`src/rtl/irqc_pkg.sv`:
```
// Package: shared constants and types for the configurable-trigger
// interrupt controller. Assumes a fixed 64-source register map.
package irqc_pkg;
    localparam int NSRC      = 64;
    localparam int ID_W      = $clog2(NSRC);
    localparam int WA_W      = 6;
    localparam int LANES     = 4;
    localparam int EN_BIT    = 3;
    localparam int ROT_BIT   = 6;

    localparam logic [WA_W-1:0] WA_WINNER = 6'd0;   // byte 0x00
    localparam logic [WA_W-1:0] WA_PRIO   = 6'd8;   // byte 0x20
    localparam logic [WA_W-1:0] WA_AUX    = 6'd9;   // byte 0x24
    localparam logic [WA_W-1:0] WA_CTRL0  = 6'd16;  // byte 0x40
    localparam logic [WA_W-1:0] WA_STAT0  = 6'd32;  // byte 0x80
    localparam logic [WA_W-1:0] WA_STAT1  = 6'd33;  // byte 0x84

    typedef enum logic [1:0] {
        TRIG_LEVEL = 2'b00,
        TRIG_RISE  = 2'b01,
        TRIG_FALL  = 2'b10,
        TRIG_ANY   = 2'b11
    } trig_e;
endpackage

```
`src/rtl/irqc_src_cell.sv`:
```
// Module: one interrupt source. Synchronizes the raw input with two flops,
// detects edges against a third flop, and keeps a sticky pending bit for the
// edge triggers. Assumes the caller supplies a one-cycle clear strobe.
// A set in the same cycle as a clear wins.
module irqc_src_cell
    import irqc_pkg::*;
(
    input  logic  clk,
    input  logic  rst_n,
    input  logic  src_in,
    input  trig_e mode,
    input  logic  clr,
    output logic  status,
    output logic  edge_pend
);
    logic s1_q, s2_q, prev_q, evt;

    // Two-flop synchronizer plus history flop for edge detection.
    always_ff @(posedge clk) begin
        if (!rst_n) begin
            s1_q   <= 1'b0;
            s2_q   <= 1'b0;
            prev_q <= 1'b0;
        end else begin
            s1_q   <= src_in;
            s2_q   <= s1_q;
            prev_q <= s2_q;
        end
    end

    // Qualify the synchronized transition by the selected trigger.
    always_comb begin
        case (mode)
            TRIG_RISE: evt = s2_q & ~prev_q;
            TRIG_FALL: evt = ~s2_q & prev_q;
            TRIG_ANY:  evt = s2_q ^ prev_q;
            default:   evt = 1'b0;
        endcase
    end

    // Sticky edge pending bit: clear by write, set has priority.
    always_ff @(posedge clk) begin
        if (!rst_n) edge_pend <= 1'b0;
        else        edge_pend <= (edge_pend & ~clr) | evt;
    end

    assign status = (mode == TRIG_LEVEL) ? s2_q : edge_pend;
endmodule

```
`src/rtl/irqc_regfile.sv`:
```
// Module: register file. Holds the per-source control bytes, the priority
// word and the spare word, builds the status clear strobes, and muxes read
// data. Assumes word addressing and per-lane byte enables.
module irqc_regfile
    import irqc_pkg::*;
(
    input  logic                 clk,
    input  logic                 rst_n,
    input  logic                 reg_wr,
    input  logic [WA_W-1:0]      reg_waddr,
    input  logic [LANES-1:0]     reg_be,
    input  logic [31:0]          reg_wdata,
    input  logic [NSRC-1:0]      status,
    input  logic                 win_valid,
    input  logic [ID_W-1:0]      win_id,
    output logic [NSRC-1:0]      en_vec,
    output trig_e                mode_vec [NSRC],
    output logic [NSRC-1:0]      clr_vec,
    output logic                 rotate_en,
    output logic [31:0]          reg_rdata
);
    logic [7:0]  ctrl_q [NSRC];
    logic [31:0] prio_q, aux_q, bemask;

    // Expand byte enables into a bit mask.
    always_comb begin
        for (int b = 0; b < LANES; b++) bemask[b*8 +: 8] = {8{reg_be[b]}};
    end

    for (genvar n = 0; n < NSRC; n++) begin : g_ctrl
        localparam logic [WA_W-1:0] WA = WA_W'(int'(WA_CTRL0) + n / LANES);
        localparam int LN = n % LANES;
        // Control byte write for this source's lane.
        always_ff @(posedge clk) begin
            if (!rst_n) ctrl_q[n] <= 8'h00;
            else if (reg_wr && reg_waddr == WA && reg_be[LN])
                ctrl_q[n] <= reg_wdata[LN*8 +: 8];
        end
        assign en_vec[n]   = ctrl_q[n][EN_BIT];
        assign mode_vec[n] = trig_e'(ctrl_q[n][5:4]);
    end

    // Priority and spare words with byte-lane writes.
    always_ff @(posedge clk) begin
        if (!rst_n) begin
            prio_q <= '0;
            aux_q  <= '0;
        end else if (reg_wr) begin
            if (reg_waddr == WA_PRIO) prio_q <= (prio_q & ~bemask) | (reg_wdata & bemask);
            if (reg_waddr == WA_AUX)  aux_q  <= (aux_q  & ~bemask) | (reg_wdata & bemask);
        end
    end

    assign rotate_en = prio_q[ROT_BIT];

    // One-cycle write-one-to-clear strobes for the two status words.
    always_comb begin
        clr_vec[31:0]  = (reg_wr && reg_waddr == WA_STAT0) ? (reg_wdata & bemask) : 32'h0;
        clr_vec[63:32] = (reg_wr && reg_waddr == WA_STAT1) ? (reg_wdata & bemask) : 32'h0;
    end

    // Read data multiplexer.
    always_comb begin
        reg_rdata = 32'h0;
        if (reg_waddr[5:4] == 2'b01) begin
            reg_rdata = {ctrl_q[{reg_waddr[3:0], 2'b11}], ctrl_q[{reg_waddr[3:0], 2'b10}],
                         ctrl_q[{reg_waddr[3:0], 2'b01}], ctrl_q[{reg_waddr[3:0], 2'b00}]};
        end else begin
            case (reg_waddr)
                WA_WINNER: reg_rdata = {24'h0, win_valid, 1'b0, win_id};
                WA_PRIO:   reg_rdata = prio_q;
                WA_AUX:    reg_rdata = aux_q;
                WA_STAT0:  reg_rdata = status[31:0];
                WA_STAT1:  reg_rdata = status[63:32];
                default:   reg_rdata = 32'h0;
            endcase
        end
    end
endmodule

```
`src/rtl/irqc_arbiter.sv`:
```
// Module: picks one enabled pending source, either by lowest index or by a
// rotating search that starts after the last claimed source. Registers the
// request, the valid flag and the winner index. Assumes claim is only
// asserted while the registered winner is valid.
module irqc_arbiter
    import irqc_pkg::*;
(
    input  logic            clk,
    input  logic            rst_n,
    input  logic [NSRC-1:0] active,
    input  logic            rotate_en,
    input  logic            claim,
    output logic            irq_q,
    output logic            win_valid_q,
    output logic [ID_W-1:0] win_id_q
);
    logic [ID_W-1:0] last_q, start, off, pick;
    logic [NSRC-1:0] rot;
    logic            found;

    assign start = rotate_en ? last_q + 1'b1 : '0;
    assign rot   = (active >> start) | (active << (7'(NSRC) - {1'b0, start}));

    // Lowest set bit of the rotated vector.
    always_comb begin
        found = 1'b0;
        off   = '0;
        for (int i = NSRC - 1; i >= 0; i--) begin
            if (rot[i]) begin
                found = 1'b1;
                off   = ID_W'(i);
            end
        end
    end

    assign pick = start + off;

    // Registered request and winner outputs.
    always_ff @(posedge clk) begin
        if (!rst_n) begin
            irq_q       <= 1'b0;
            win_valid_q <= 1'b0;
            win_id_q    <= '0;
        end else begin
            irq_q       <= |active;
            win_valid_q <= found;
            win_id_q    <= found ? pick : '0;
        end
    end

    // Remember the last claimed winner for rotation.
    always_ff @(posedge clk) begin
        if (!rst_n)     last_q <= '1;
        else if (claim) last_q <= win_id_q;
    end
endmodule

```
`src/rtl/irq_trig_ctrl.sv`:
```
// Module: top of the configurable-trigger interrupt controller. Places one
// source cell per input, masks the status by the enable bits, and feeds the
// arbiter and the register file. Assumes src_in is asynchronous to clk.
module irq_trig_ctrl
    import irqc_pkg::*;
(
    input  logic              clk,
    input  logic              rst_n,
    input  logic [NSRC-1:0]   src_in,
    input  logic              reg_wr,
    input  logic              reg_rd,
    input  logic [WA_W-1:0]   reg_waddr,
    input  logic [LANES-1:0]  reg_be,
    input  logic [31:0]       reg_wdata,
    output logic [31:0]       reg_rdata,
    output logic              irq_out
);
    logic [NSRC-1:0] status, edge_pend, en_vec, clr_vec, active;
    trig_e           mode_vec [NSRC];
    logic            rotate_en, win_valid, claim;
    logic [ID_W-1:0] win_id;

    for (genvar n = 0; n < NSRC; n++) begin : g_src
        irqc_src_cell u_cell (
            .clk       (clk),
            .rst_n     (rst_n),
            .src_in    (src_in[n]),
            .mode      (mode_vec[n]),
            .clr       (clr_vec[n]),
            .status    (status[n]),
            .edge_pend (edge_pend[n])
        );
    end

    assign active = status & en_vec;
    assign claim  = reg_rd && (reg_waddr == WA_WINNER) && win_valid;

    irqc_regfile u_regs (
        .clk       (clk),
        .rst_n     (rst_n),
        .reg_wr    (reg_wr),
        .reg_waddr (reg_waddr),
        .reg_be    (reg_be),
        .reg_wdata (reg_wdata),
        .status    (status),
        .win_valid (win_valid),
        .win_id    (win_id),
        .en_vec    (en_vec),
        .mode_vec  (mode_vec),
        .clr_vec   (clr_vec),
        .rotate_en (rotate_en),
        .reg_rdata (reg_rdata)
    );

    irqc_arbiter u_arb (
        .clk         (clk),
        .rst_n       (rst_n),
        .active      (active),
        .rotate_en   (rotate_en),
        .claim       (claim),
        .irq_q       (irq_out),
        .win_valid_q (win_valid),
        .win_id_q    (win_id)
    );
endmodule

```
`config.mk`:
```
export PLATFORM = sky130hd
export DESIGN_NAME = irq_trig_ctrl
export DESIGN_NICKNAME = d
export VERILOG_FILES = /design/src/rtl/irqc_pkg.sv /design/src/rtl/irqc_src_cell.sv /design/src/rtl/irqc_regfile.sv /design/src/rtl/irqc_arbiter.sv /design/src/rtl/irq_trig_ctrl.sv
export SDC_FILE = /design/constraint.sdc
export NUM_CORES = 2
export LEC_CHECK = 0
export ABC_AREA = 1
export ABC_CLOCK_PERIOD_IN_PS = 8000
export BUFFER_PORTS_ARGS = -buffer_cell sky130_fd_sc_hd__buf_2
export CAP_MARGIN = 30
export CELL_PAD_IN_SITES_DETAIL_PLACEMENT = 0
export CELL_PAD_IN_SITES_GLOBAL_PLACEMENT = 1
export CORE_MARGIN = 10
export CORE_UTILIZATION = 43
export CTS_BUF_LIST = sky130_fd_sc_hd__clkbuf_16
export CTS_CLUSTER_DIAMETER = 200
export CTS_CLUSTER_SIZE = 14
export DETAILED_ROUTE_END_ITERATION = 6
export PLACE_DENSITY_LB_ADDON = 0.15
export RECOVER_POWER = 50
export SYNTH_ARGS = -nofsm -noshare
export SYNTH_HDL_FRONTEND = slang
export SYNTH_SLANG_ARGS = --single-unit
```
`constraint.sdc`:
```
create_clock -name clk -period 8 [get_ports clk]
set_input_delay 0.4 -clock clk [delete_from_list [all_inputs] [get_ports clk]]
set_output_delay 0.4 -clock clk [all_outputs]
set_load 0.005 [all_outputs]
```
==> impl_metrics.env <==
export IMPL_drv_slew=244
export IMPL_final_layout_size_suffix_gt1_share_pct=7.35
export IMPL_io_buffers=142
export IMPL_synth_async_reset_ratio_pct=0
export IMPL_pwr_share_clk_pct=35.4
export IMPL_cts_made_buffers=70
export IMPL_htreeDepth=3
export IMPL_wl_met1_um=85700
export IMPL_routedWlPerCell_um=28.4
export IMPL_fill_cells=10700
export IMPL_core_area_um2=107000
export IMPL_vias=44600
export IMPL_avgSynthCellArea_um2=7.94
export IMPL_nets=6173
export IMPL_start_util_pct=43.2
export IMPL_crit_path_start_kind="input port"
export IMPL_fin_skew_ns=0.0413
export IMPL_max_clock_path_buffers=3
export IMPL_seq_area_um2=22100
export IMPL_tns_ns=0
export IMPL_cts_root_buf="clkbuf_16"
export IMPL_drt_wl_total_um=210000
export IMPL_finalHoldViolCount=0
export IMPL_drv_cap=4
export IMPL_dieArea_um2=121000
export IMPL_crit_type="in2reg"
export IMPL_syn_inst=5812
export IMPL_cts_sinks=846
export IMPL_grt_pass1_vias=41600
export IMPL_globalplace_congestion=1.02
export IMPL_internal_power_mw=6.87
export IMPL_clk_pin_slew_worst_paths_ns=0.07
export IMPL_relSlewSlack_pct=-262
export IMPL_dp_hpwl_um=157000
export IMPL_cp_data_arrival_time_ns=7.99
export IMPL_end_kind="flip-flop"
export IMPL_yosysWarnings=0
export IMPL_met2_length_um=90200
export IMPL_grt_max_degree=101
export IMPL_grt_pass1_wl_um=297000
export IMPL_dieHeight_um=348
export IMPL_p_leak_nw=21.7
export IMPL_syn_nets=6056
export IMPL_clk_latency_ns=0.70
export IMPL_pwr_share_seq_pct=51.3
export IMPL_synth_top_area_share_pct=33.3
export IMPL_required_ns=8.57
export IMPL_drc=1
export IMPL_ys_types=62
export IMPL_synth_edff_count=512
export IMPL_ys_ff_latch=846
export IMPL_die_w_um=348
export IMPL_worst_pin_slew_ns=5.44
export IMPL_slowest_delay_ns=3.72
export IMPL_drt_pre_antenna_iters=7
export IMPL_fin_cells=7388
export IMPL_synth_ff_type="edfxtp_1"
export IMPL_syn_to_final_growth_pct=11.8
export IMPL_netlist_area_um2=46100
export IMPL_min_path_type="in2reg"
export IMPL_power_switching_mw=2.75
export IMPL_postRouteAntennaNets=0
export IMPL_ys_seq_area_share_pct=47.8
export IMPL_dr_wl_met3_um=21800
export IMPL_clock_fmax_mhz=135
export IMPL_placed_cells=7189
export IMPL_overflow=0
export IMPL_cp_slowest_cell="clkbuf_1"
export IMPL_min_period_over_period_pct=92.7
export IMPL_cts_tree="yes"
export IMPL_antenna_found_initial=10
export IMPL_status="finished, violations left"
export IMPL_multiInputGateArea_um2=20400
export IMPL_finalSetupViolCount=0
export IMPL_ir_drop_mv=0.176
export IMPL_synth_area_leader_cell="edfxtp_1"
export IMPL_viasPerCell=6.04
export IMPL_synth_area_leaders="edfxtp_1, dfxtp_1, nand2_1, nand3_1, nor2_1"
export IMPL_path_max_fanout=100
export IMPL_power_frac_comb_pct=13.3
export IMPL_ios=143
export IMPL_cp_common_cell="clkbuf_1"
export IMPL_drt_iter0_drc=6636
export IMPL_finalCriticalPeriod_ns=7.42
export IMPL_top_layer="met5"
export IMPL_synth_commonest_cells="nand2_1, nor2_1, nand3_1"
export IMPL_crit_chain="clkbuf_1 > inv_4 > clkbuf_1 > clkbuf_2 > a211oi_1"
export IMPL_violations="design-rule violations, max-capacitance violations, max-slew violations"
export IMPL_rows=120
export IMPL_yosys_cell_count_top_type="nand2_1"
export IMPL_gr_usage_all_layers_pct=33.6
export IMPL_powerDensity_nw_per_um2=187
export IMPL_switching_share_pct=28.6
-- worst max-delay path, delay by kind of cell --
kind,cells,cell delay [ns]
AOI/OAI and AO/OA,1,0.46
buffers and inverters,4,7.05
-- per-layer routing --
metal  vias to the layer above  global-route usage, %
met4                         6                   16.8
li1                      20200                      -
met3                       447                   7.07
met2                      2561                   50.8
met5                         -                      0
met1                     21500                   45.1
-- flip-flops by register name, summed over array words and instances, names as in the netlist, named ones only --
signal,cells
g_src.u_cell.edge_pend,64
g_src.u_cell.prev_q,64
g_src.u_cell.s1_q,64
g_src.u_cell.s2_q,64
u_arb.irq_q,1
u_arb.last_q,6
u_arb.win_id_q,6
u_arb.win_valid_q,1
u_regs.ctrl_q,512
-- metrics by stage --
stage | util, % | power (mW) | worst slack, ns | instance area (um^2) | hold slack (ns)
detailed placement | 45.7 | 6.24 | 0.887 | 48700 | 0.395
global route | 48.3 | 9.91 | -0.00178 | 51600 | 0.0190
global placement | 45.5 | 6.23 | 0.737 | 48600 | 0.393
floorplan | - | 5.65 | 0.0391 | 46100 | 0.390
finish | 48.3 | 9.62 | 0.581 | 51600 | 0.000445
CTS | 48.2 | 9.60 | 0.838 | 51500 | 0.0125
-- power by group through the flow --
stage | logic, mW | registers, mW | clock network [mW]
6_report | 1.28 | 4.94 | 3.40
4_1_cts | 1.24 | 4.93 | 3.42
3_5_place_dp | 1.22 | 5.03 | 0
2_1_floorplan | 0.673 | 4.98 | 0
3_3_place_gp | 1.21 | 5.02 | 0
5_1_grt | 1.37 | 4.95 | 3.59
-- repair_timing --
action	4_1_cts	5_1_grt
hold buffers	61	0
resized for setup	0	13
buffers inserted	0	8
hold endpoints to repair	61	0
endpoints found under the setup margin	0	2
-- cell families after synthesis --
kind of cell	Yosys count	synth area share [%]
buffers and inverters	984	8.20
muxes	24	0.521
xor gates and xnor gates	8	0.274
AOI/OAI and AO/OA	1258	16.3
DFF	846	47.8
adders and majority gates	134	3.65
and+or+nand+nor	2558	23.3
-- final timing paths --
path | startpoint | to | slack (ns) | depth (start not counted)
setup reg to reg | u_arb.last_q[0]$_SDFFE_PN1P_ | u_arb.win_id_q[5]$_SDFF_PN0_ | 0.87 | 78
hold / removal | src_in[7] | g_src[7].u_cell.s1_q$_SDFF_PN0_ | 0.0004 | 3
hold reg to reg | g_src[29].u_cell.s1_q$_SDFF_PN0_ | g_src[29].u_cell.s2_q$_SDFF_PN0_ | 0.41 | 2
setup / recovery | rst_n | flip-flop | 0.58 | 5
-- layout make-up --
| cell class | instances | share of cell area (%) |
|---|---|---|
| clock inverters | 54 | 0.628 |
| well taps | 1403 | 3.40 |
| repair buffers | 384 | 5.42 |
| multi-input cells | 3982 | 39.5 |
| inverters | 645 | 4.72 |
| diodes | 2 | 0.00971 |
| clock buffers | 72 | 3.49 |
| flip-flops and latches | 846 | 42.8 |
-- cell usage in the layout (no fill, tap or decap), types with 11 or more instances in the layout --
cell type and count:
nand2_1 1116, nor2_1 676, inv_1 639, nand3_1 636, edfxtp_1 512, o21ai_0 478, dfxtp_1 334, a31oi_1 192
a21oi_1 167, buf_2 145, buf_4 143, ha_1 132, a22oi_1 111, o22ai_1 74, clkbuf_16 73, dlygate4sd3_1 61
nand4_1 59, o21ai_1 40, clkinv_1 38, o21bai_1 37, a211oi_1 32, o211ai_1 31, mux2i_1 24, a32oi_1 20
o41ai_1 20, o2111ai_1 20, nor3_1 16, clkbuf_1 16, nor4_1 13, o21a_1 12, or2_2 11
(Power assumes the default switching activity.)
